**src/rtl/rt_pkg.sv**
```systemverilog
package rt_pkg;
  typedef enum logic [1:0] {
    RA_MODE  = 2'd0,
    RA_COUNT = 2'd1,
    RA_CTRL  = 2'd2,
    RA_NONE  = 2'd3
  } rt_addr_e;

  localparam logic [1:0] MODE_TIMER = 2'b00;

  typedef struct packed {
    logic       run;
    logic       wctl;
    logic [1:0] mode;
  } rt_mode_t;

  // a count write reaches the live counter unless running with steering set
  function automatic logic hits_counter(input logic run, input logic wctl);
    return !(run && wctl);
  endfunction
endpackage

```
**src/rtl/rt_regs.sv**
```systemverilog
module rt_regs
  import rt_pkg::*;
#(
  parameter int W = 8
) (
  input  logic         clk,
  input  logic         rst_n,
  input  logic         bus_wr,
  input  logic [1:0]   bus_addr,
  input  logic [3:0]   wr_hi,
  input  logic [W-1:0] cnt,
  output rt_mode_t     mode_q,
  output logic         cnt_wr,
  output logic [W-1:0] rdata
);
  localparam int PAD = W - 8;

  logic [2:0] ctrl_q;
  logic       mode_wr;
  logic       ctrl_wr;

  always_comb begin
    mode_wr = bus_wr && (bus_addr == RA_MODE);
    ctrl_wr = bus_wr && (bus_addr == RA_CTRL);
    cnt_wr  = bus_wr && (bus_addr == RA_COUNT);
  end

  always_ff @(posedge clk or negedge rst_n) begin
    if (!rst_n) begin
      mode_q <= '0;
      ctrl_q <= '0;
    end else begin
      if (mode_wr) mode_q <= rt_mode_t'(wr_hi);
      if (ctrl_wr) ctrl_q <= wr_hi[3:1];
    end
  end

  generate
    if (PAD > 0) begin : g_wide
      always_comb begin
        unique case (bus_addr)
          RA_MODE:  rdata = {{PAD{1'b0}}, mode_q, 4'b0000};
          RA_COUNT: rdata = cnt;
          RA_CTRL:  rdata = {{PAD{1'b0}}, ctrl_q, 5'b00000};
          default:  rdata = '0;
        endcase
      end
    end else begin : g_byte
      always_comb begin
        unique case (bus_addr)
          RA_MODE:  rdata = {mode_q, 4'b0000};
          RA_COUNT: rdata = cnt;
          RA_CTRL:  rdata = {ctrl_q, 5'b00000};
          default:  rdata = '0;
        endcase
      end
    end
  endgenerate
endmodule

```
**src/rtl/rt_counter.sv**
```systemverilog
module rt_counter
  import rt_pkg::*;
#(
  parameter int W = 8
) (
  input  logic         clk,
  input  logic         rst_n,
  input  logic         tick_en,
  input  rt_mode_t     mode,
  input  logic         cnt_wr,
  input  logic [W-1:0] wdata,
  output logic [W-1:0] cnt_q,
  output logic [W-1:0] reload_q,
  output logic         run_eff,
  output logic         uf_evt,
  output logic         irq
);
  logic         tick_hit;
  logic         load_cnt;
  logic [W-1:0] cnt_nxt;

  function automatic logic [W-1:0] step_down(input logic [W-1:0] c,
                                             input logic [W-1:0] r);
    return (c == '0) ? r : c - 1'b1;
  endfunction

  always_comb begin
    run_eff  = mode.run && (mode.mode == MODE_TIMER);
    tick_hit = run_eff && tick_en;
    uf_evt   = tick_hit && (cnt_q == '0);
    load_cnt = cnt_wr && hits_counter(mode.run, mode.wctl);
    if (load_cnt)      cnt_nxt = wdata;
    else if (tick_hit) cnt_nxt = step_down(cnt_q, reload_q);
    else               cnt_nxt = cnt_q;
  end

  always_ff @(posedge clk or negedge rst_n) begin
    if (!rst_n) begin
      cnt_q    <= '0;
      reload_q <= '0;
      irq      <= 1'b0;
    end else begin
      cnt_q <= cnt_nxt;
      irq   <= uf_evt;
      if (cnt_wr) reload_q <= wdata;
    end
  end
endmodule

```
**src/rtl/reload_timer.sv**
```systemverilog
module reload_timer
  import rt_pkg::*;
#(
  parameter int W = 8
) (
  input  logic         clk,
  input  logic         rst_n,
  input  logic         tick_en,
  input  logic         bus_wr,
  input  logic [1:0]   bus_addr,
  input  logic [W-1:0] bus_wdata,
  output logic [W-1:0] bus_rdata,
  output logic         irq
);
  rt_mode_t     mode_q;
  logic         cnt_wr;
  logic [W-1:0] cnt_q;
  logic [W-1:0] reload_q;
  logic         run_eff;
  logic         uf_evt;

  rt_regs #(.W(W)) u_regs (
    .clk      (clk),
    .rst_n    (rst_n),
    .bus_wr   (bus_wr),
    .bus_addr (bus_addr),
    .wr_hi    (bus_wdata[7:4]),
    .cnt      (cnt_q),
    .mode_q   (mode_q),
    .cnt_wr   (cnt_wr),
    .rdata    (bus_rdata)
  );

  rt_counter #(.W(W)) u_cnt (
    .clk      (clk),
    .rst_n    (rst_n),
    .tick_en  (tick_en),
    .mode     (mode_q),
    .cnt_wr   (cnt_wr),
    .wdata    (bus_wdata),
    .cnt_q    (cnt_q),
    .reload_q (reload_q),
    .run_eff  (run_eff),
    .uf_evt   (uf_evt),
    .irq      (irq)
  );
endmodule

```
**config.mk**
```make
export PLATFORM = sky130hd
export DESIGN_NAME = reload_timer
export DESIGN_NICKNAME = d
export VERILOG_FILES = /design/src/rtl/rt_pkg.sv /design/src/rtl/rt_regs.sv /design/src/rtl/rt_counter.sv /design/src/rtl/reload_timer.sv
export SDC_FILE = /design/constraint.sdc
export NUM_CORES = 1
export LEC_CHECK = 0
export CORE_ASPECT_RATIO = 0.9
export CORE_MARGIN = 10
export CORE_UTILIZATION = 55
export CTS_BUF_LIST = sky130_fd_sc_hd__clkbuf_4 sky130_fd_sc_hd__clkbuf_8 sky130_fd_sc_hd__clkbuf_16
export CTS_CLUSTER_SIZE = 12
export DETAILED_ROUTE_END_ITERATION = 7
export PLACE_DENSITY_LB_ADDON = 0.25
export SETUP_SLACK_MARGIN = 0.4
export SYNTH_ARGS = -nofsm -noshare
export SYNTH_HDL_FRONTEND = slang
export SYNTH_HIERARCHICAL = 1
export SYNTH_SLANG_ARGS = --single-unit
```
**constraint.sdc**
```tcl
create_clock -name clk -period 5.3 [get_ports clk]
set_input_delay 0.795 -clock clk [delete_from_list [all_inputs] [get_ports clk]]
set_output_delay 0.795 -clock clk [all_outputs]
set_load 0.005 [all_outputs]
```
== After elaboration in Yosys (flattened, before gate mapping) ==
Index checks and enable logic that the tools add are counted.

* Bitwise operators: 0
* Multipliers: 0
* Div/mod/pow operators: 0
* Mux-type cells: 4
* Equal/unequal tests: 2
* Reduce and logical (&&, ||, !) cells: 13
* Magnitude comparators: 0
* Shift operators: 0
* Add/sub/neg operators: 1

{| class="wikitable"
|+ Operators by type and width
! operator !! count
|-
| 8-bit 2-to-1 mux || 3
|-
| 8-bit one-hot mux with 3 select lines || 1
|-
| 1-bit logical AND || 8
|-
| 8-bit logical NOT || 1
|-
| 8-bit by 1-bit subtractor with 8-bit output (second input constant) || 1
|-
| 2-bit logical NOT || 2
|-
| 2-bit by 1-bit equality test with 1-bit output (second input constant) || 1
|-
| 2-bit equality test (second input constant) || 1
|-
| 2-bit nonzero test || 1
|-
| 1-bit logical NOT || 1
|}

* RAM bits: 0
* Output and inout port bits: 9
* Logic and storage cells: 27
* Bits in registers: 24
* Memory bits (read-only): 0
* Bits of input ports: 14
* Latch bits: 0
* Memories: 0

== Depth between registers and ports, before layout ==
* Depth after elaboration: 5
* Depth in mapped cells: 8
* Depth with buffers taken out: 6

== Hierarchy ==
The synthesis kept the hierarchy.

{| class="wikitable"
|+ Modules (own cells, without submodules)
! module !! sequential area each (um2) !! cells an instance !! area each (um2) !! times used
|-
| rt_counter || 425.4 || 84 || 919.6 || 1
|-
| rt_regs || 175.2 || 32 || 409.1 || 1
|}

== Worst setup path before layout ==
Ideal clock, no wire load.

* Kind: input port to flip-flop
* Start point: input bus_addr[0]
* End point: register u_cnt.cnt_q[5]
* Path buffers: 2
* Path slack: 2900 ps
* Setup time: 129 ps
* Required time: 5171 ps
* Stages on the path: 8
* Arrival time: 2270 ps
* Path through: buf_6 nor2b_1 and2_1 buf_2 a21boi_1 nor2_1 a22oi_1 o31ai_1

* Cells in the longest elaborated chain, start to end: 4
* Elaborated cells on any way between the ends: 5
* Those cells by class: eq/ne (1); mux (1); reduce/logical (3)

{| class="wikitable"
|+ RTL lines
! item !! line !! source
|-
| from (decl) || reload_timer.sv:10 || <nowiki>input logic [1:0] bus_addr,</nowiki>
|-
| 2-bit by 1-bit equality test with 1-bit output * || rt_regs.sv:25 || <nowiki>cnt_wr = bus_wr && (bus_addr == RA_COUNT);</nowiki>
|-
| 1-bit logical AND * || rt_regs.sv:25 ||
|-
| named net cnt_wr || reload_timer.sv:16 || <nowiki>logic cnt_wr;</nowiki>
|-
| 1-bit logical AND * || rt_counter.sv:31 || <nowiki>load_cnt = cnt_wr && hits_counter(mode.run, mode.wctl);</nowiki>
|-
| 8-bit 2-to-1 mux or 2-bit nonzero test (tied branches) || -- ||
|-
| to (signal assigned) || rt_counter.sv:43 || <nowiki>cnt_q <= cnt_nxt;</nowiki>
|-
| to (decl) || rt_counter.sv:12 || <nowiki>output logic [W-1:0] cnt_q,</nowiki>
|}

The timed path passes the listed nets; every way through them passes the cells marked *.
A chain may end at the register's enable or synchronous reset.

== Worst setup path in the final report ==
* Start point: input bus_addr[0]
* End point: output bus_rdata[3]

* Cells in the longest elaborated chain, start to end: 2
* Elaborated cells on any way between the ends: 4
* Those cells by class: eq/ne (2); mux (1); reduce/logical (1)

{| class="wikitable"
|+ RTL lines
! item !! line !! source
|-
| 2-bit equality test (tied with other cells) || rt_regs.sv:50 || <nowiki>unique case (bus_addr)</nowiki>
|-
| 8-bit one-hot mux with 3 select lines * || rt_regs.sv:50 ||
|-
| to (decl) || reload_timer.sv:12 || <nowiki>output logic [W-1:0] bus_rdata,</nowiki>
|}

Every way passes the cells marked *; elsewhere a longest branch is shown, timed or not.

==> flow_metrics.tcl <==
set metrics [dict create \
    crit_chain "clkdlybuf4s50_1 -> nor2b_1 -> and2_1 -> clkdlybuf4s50_1" \
    syn_area_mm2 0.00132 \
    cts_root_buf "clkbuf_4" \
    grt_max_degree 25 \
    ctsHoldBuffers 0 \
    syn_inst 115 \
    clk_pin_slew_ns 0.11 \
    pin_count 23 \
    coreArea_mm2 0.00224 \
    finalSetupTns_ns 0 \
    clockPowerShare_pct 11.9 \
    report.final.slew_viol_count 0 \
    tightest_slew_ns 1.04 \
    dp_hpwl_mm 2.33 \
    n_antenna_cell 0 \
    finalCritPeriodShare_pct 61.3 \
    intPower_w 0.000402 \
    grt_pass1_vias 1061 \
    r2r-start "u_cnt/cnt_q[0]" \
    fmax_ghz 0.308 \
    grt_usage_pct 13.1 \
    hold_violations 0 \
    reg2reg_depth 6 \
    fin_worst_skew_ns 0.00772 \
    power_leakage_nw 0.669 \
    cts_buffers 3 \
    power_frac_comb_pct 41.2 \
    wl_mm 3.00 \
    crit_start "bus_addr[0]" \
    die_h_um 66.5 \
    crit_path_frequent_cell "clkdlybuf4s50_1" \
    cp.arrival_ns 2.46 \
    power.density_mw_per_mm2 405 \
    clk_latency_ns 0.31 \
    cts_buffer_depth 2 \
    start_util_pct 58.9 \
    stdcell_area_mm2 0.00158 \
    fin_cells 164 \
    finalWorstPathRequiredPeriod_ns 3.25 \
    slew_headroom_pct 30.6 \
    synthesis.nets 131 \
    die_w_um 71.7 \
    drt_iter0_drc 56 \
    maxCapViolCount 0 \
    port_buffers 22 \
    power.switching_w 0.000237 \
    fin_nets 155 \
    fp-row-count 16 \
    place_inst 161 \
    crit_family "buffers and inverters" \
    grt_pass1_wl_mm 5.15 \
    path_buf_inv 2 \
    post-cts-setup-buffers 0 \
    grt_overflow 0 \
    cts_sinks 24 \
    slowest_delay_ns 0.71 \
    critPathCaptureType "output port" \
    p_seq_share_pct 46.9 \
    cp.required_ns 4.51 \
    gp_congestion 0.872 \
    drive_above_1_share_pct 16.8 \
    die-area_mm2 0.00477 \
    ir_drop_uv 303 \
    cts_tree "built" \
    holdPathStages 1 \
    route.detailed.drc 0 \
    setup_viol 0 \
    cp_max_fo 8 \
    ant_nets 0 \
    dpl_cell_area_mm2 0.00156 \
    antenna_found_initial 0 \
    cp.depth 4 \
    critPathSlowestCell "clkdlybuf4s50_1" \
    yosysWarnings 6 \
    hp-start "u_regs/ctrl_q[0]" \
    area_growth_pct 19.4 \
    cts_resized 0 \
    worstSetupPathType "in2out" \
    wl_per_cell_um 18.3 \
    status "complete, no violations" \
    drtPass1Iterations 4 \
    startpoint_type "input pin" \
    htree_levels 1 \
    power_w 0.000640 \
    netSwitchingFraction_pct 37.1 \
    viasPerCell 6.29 \
    avgSynthCellArea_um2 11.5 \
    vias 1032 \
    hp-class "reg2reg" \
    rsz0062_at_grt "no" \
]
cells in the final DEF (no fill, tap or decap), drive strengths merged, types with 4 or more instances in the layout:
cell           instances
a22oi                  7
and2                   5
clkdlybuf4s50         22
dfrtp                 24
mux2                  15
mux2i                  7
nand2                  5
nor2                   5
o21ai                  5
o31ai                  4
final timing paths:
path | to | slack, ns
worst min-delay path | u_regs/ctrl_q[0] | 0.53
worst max-delay path | bus_rdata[3] | 2.05
max in group asynchronous | u_cnt/reload_q[6] | 3.63
worst max register to register | u_cnt/cnt_q[6] | 3.23
worst min register to register | u_regs/ctrl_q[0] | 0.53
min in group asynchronous | u_regs/ctrl_q[2] | 1.04
through the flow:
step,hold WS [ns],util (%),worst slack [ns]
floorplan,0.480,-,2.90
global placement,0.490,69.4,1.97
detailed placement,0.496,69.4,1.77
CTS,0.524,70.4,2.04
global route,0.531,70.4,1.72
finish,0.525,70.4,2.05
sequential cells by signal, indices dropped and copies added (netlist names):
name            cells
u_regs/mode_q       4
u_cnt/reload_q      8
u_cnt/irq           1
u_regs/ctrl_q       3
u_cnt/cnt_q         8
power groups by stage:
stage | clock network, W | logic (W) | registers, W
3_3_place_gp | 0 | 0.000254 | 0.000301
4_1_cts | 0.0000798 | 0.000262 | 0.000299
6_report | 0.0000761 | 0.000263 | 0.000300
5_1_grt | 0.0000878 | 0.000293 | 0.000307
3_5_place_dp | 0 | 0.000261 | 0.000302
2_1_floorplan | 0 | 0.000192 | 0.000280
layout make-up:
type / count / area, um2
clock buffer: 3 / 22.5
sequential: 24 / 601
timing repair buffer: 22 / 220
multi-input combinational: 86 / 693
tap: 27 / 33.8
inverter: 2 / 7.51
fill: 183 / 664
metal layers:
metal | vias to the layer above | global-route usage [%] | share of wire, %
li1 | 481 | - | -
met1 | 522 | 16.4 | 45
met2 | 27 | 21.3 | 49
met3 | 2 | 4.30 | 6.3
met4 | 0 | 3.62 | 0.30
met5 | - | 0 | 0
Note: power is estimated with default switching activity, not from simulation.
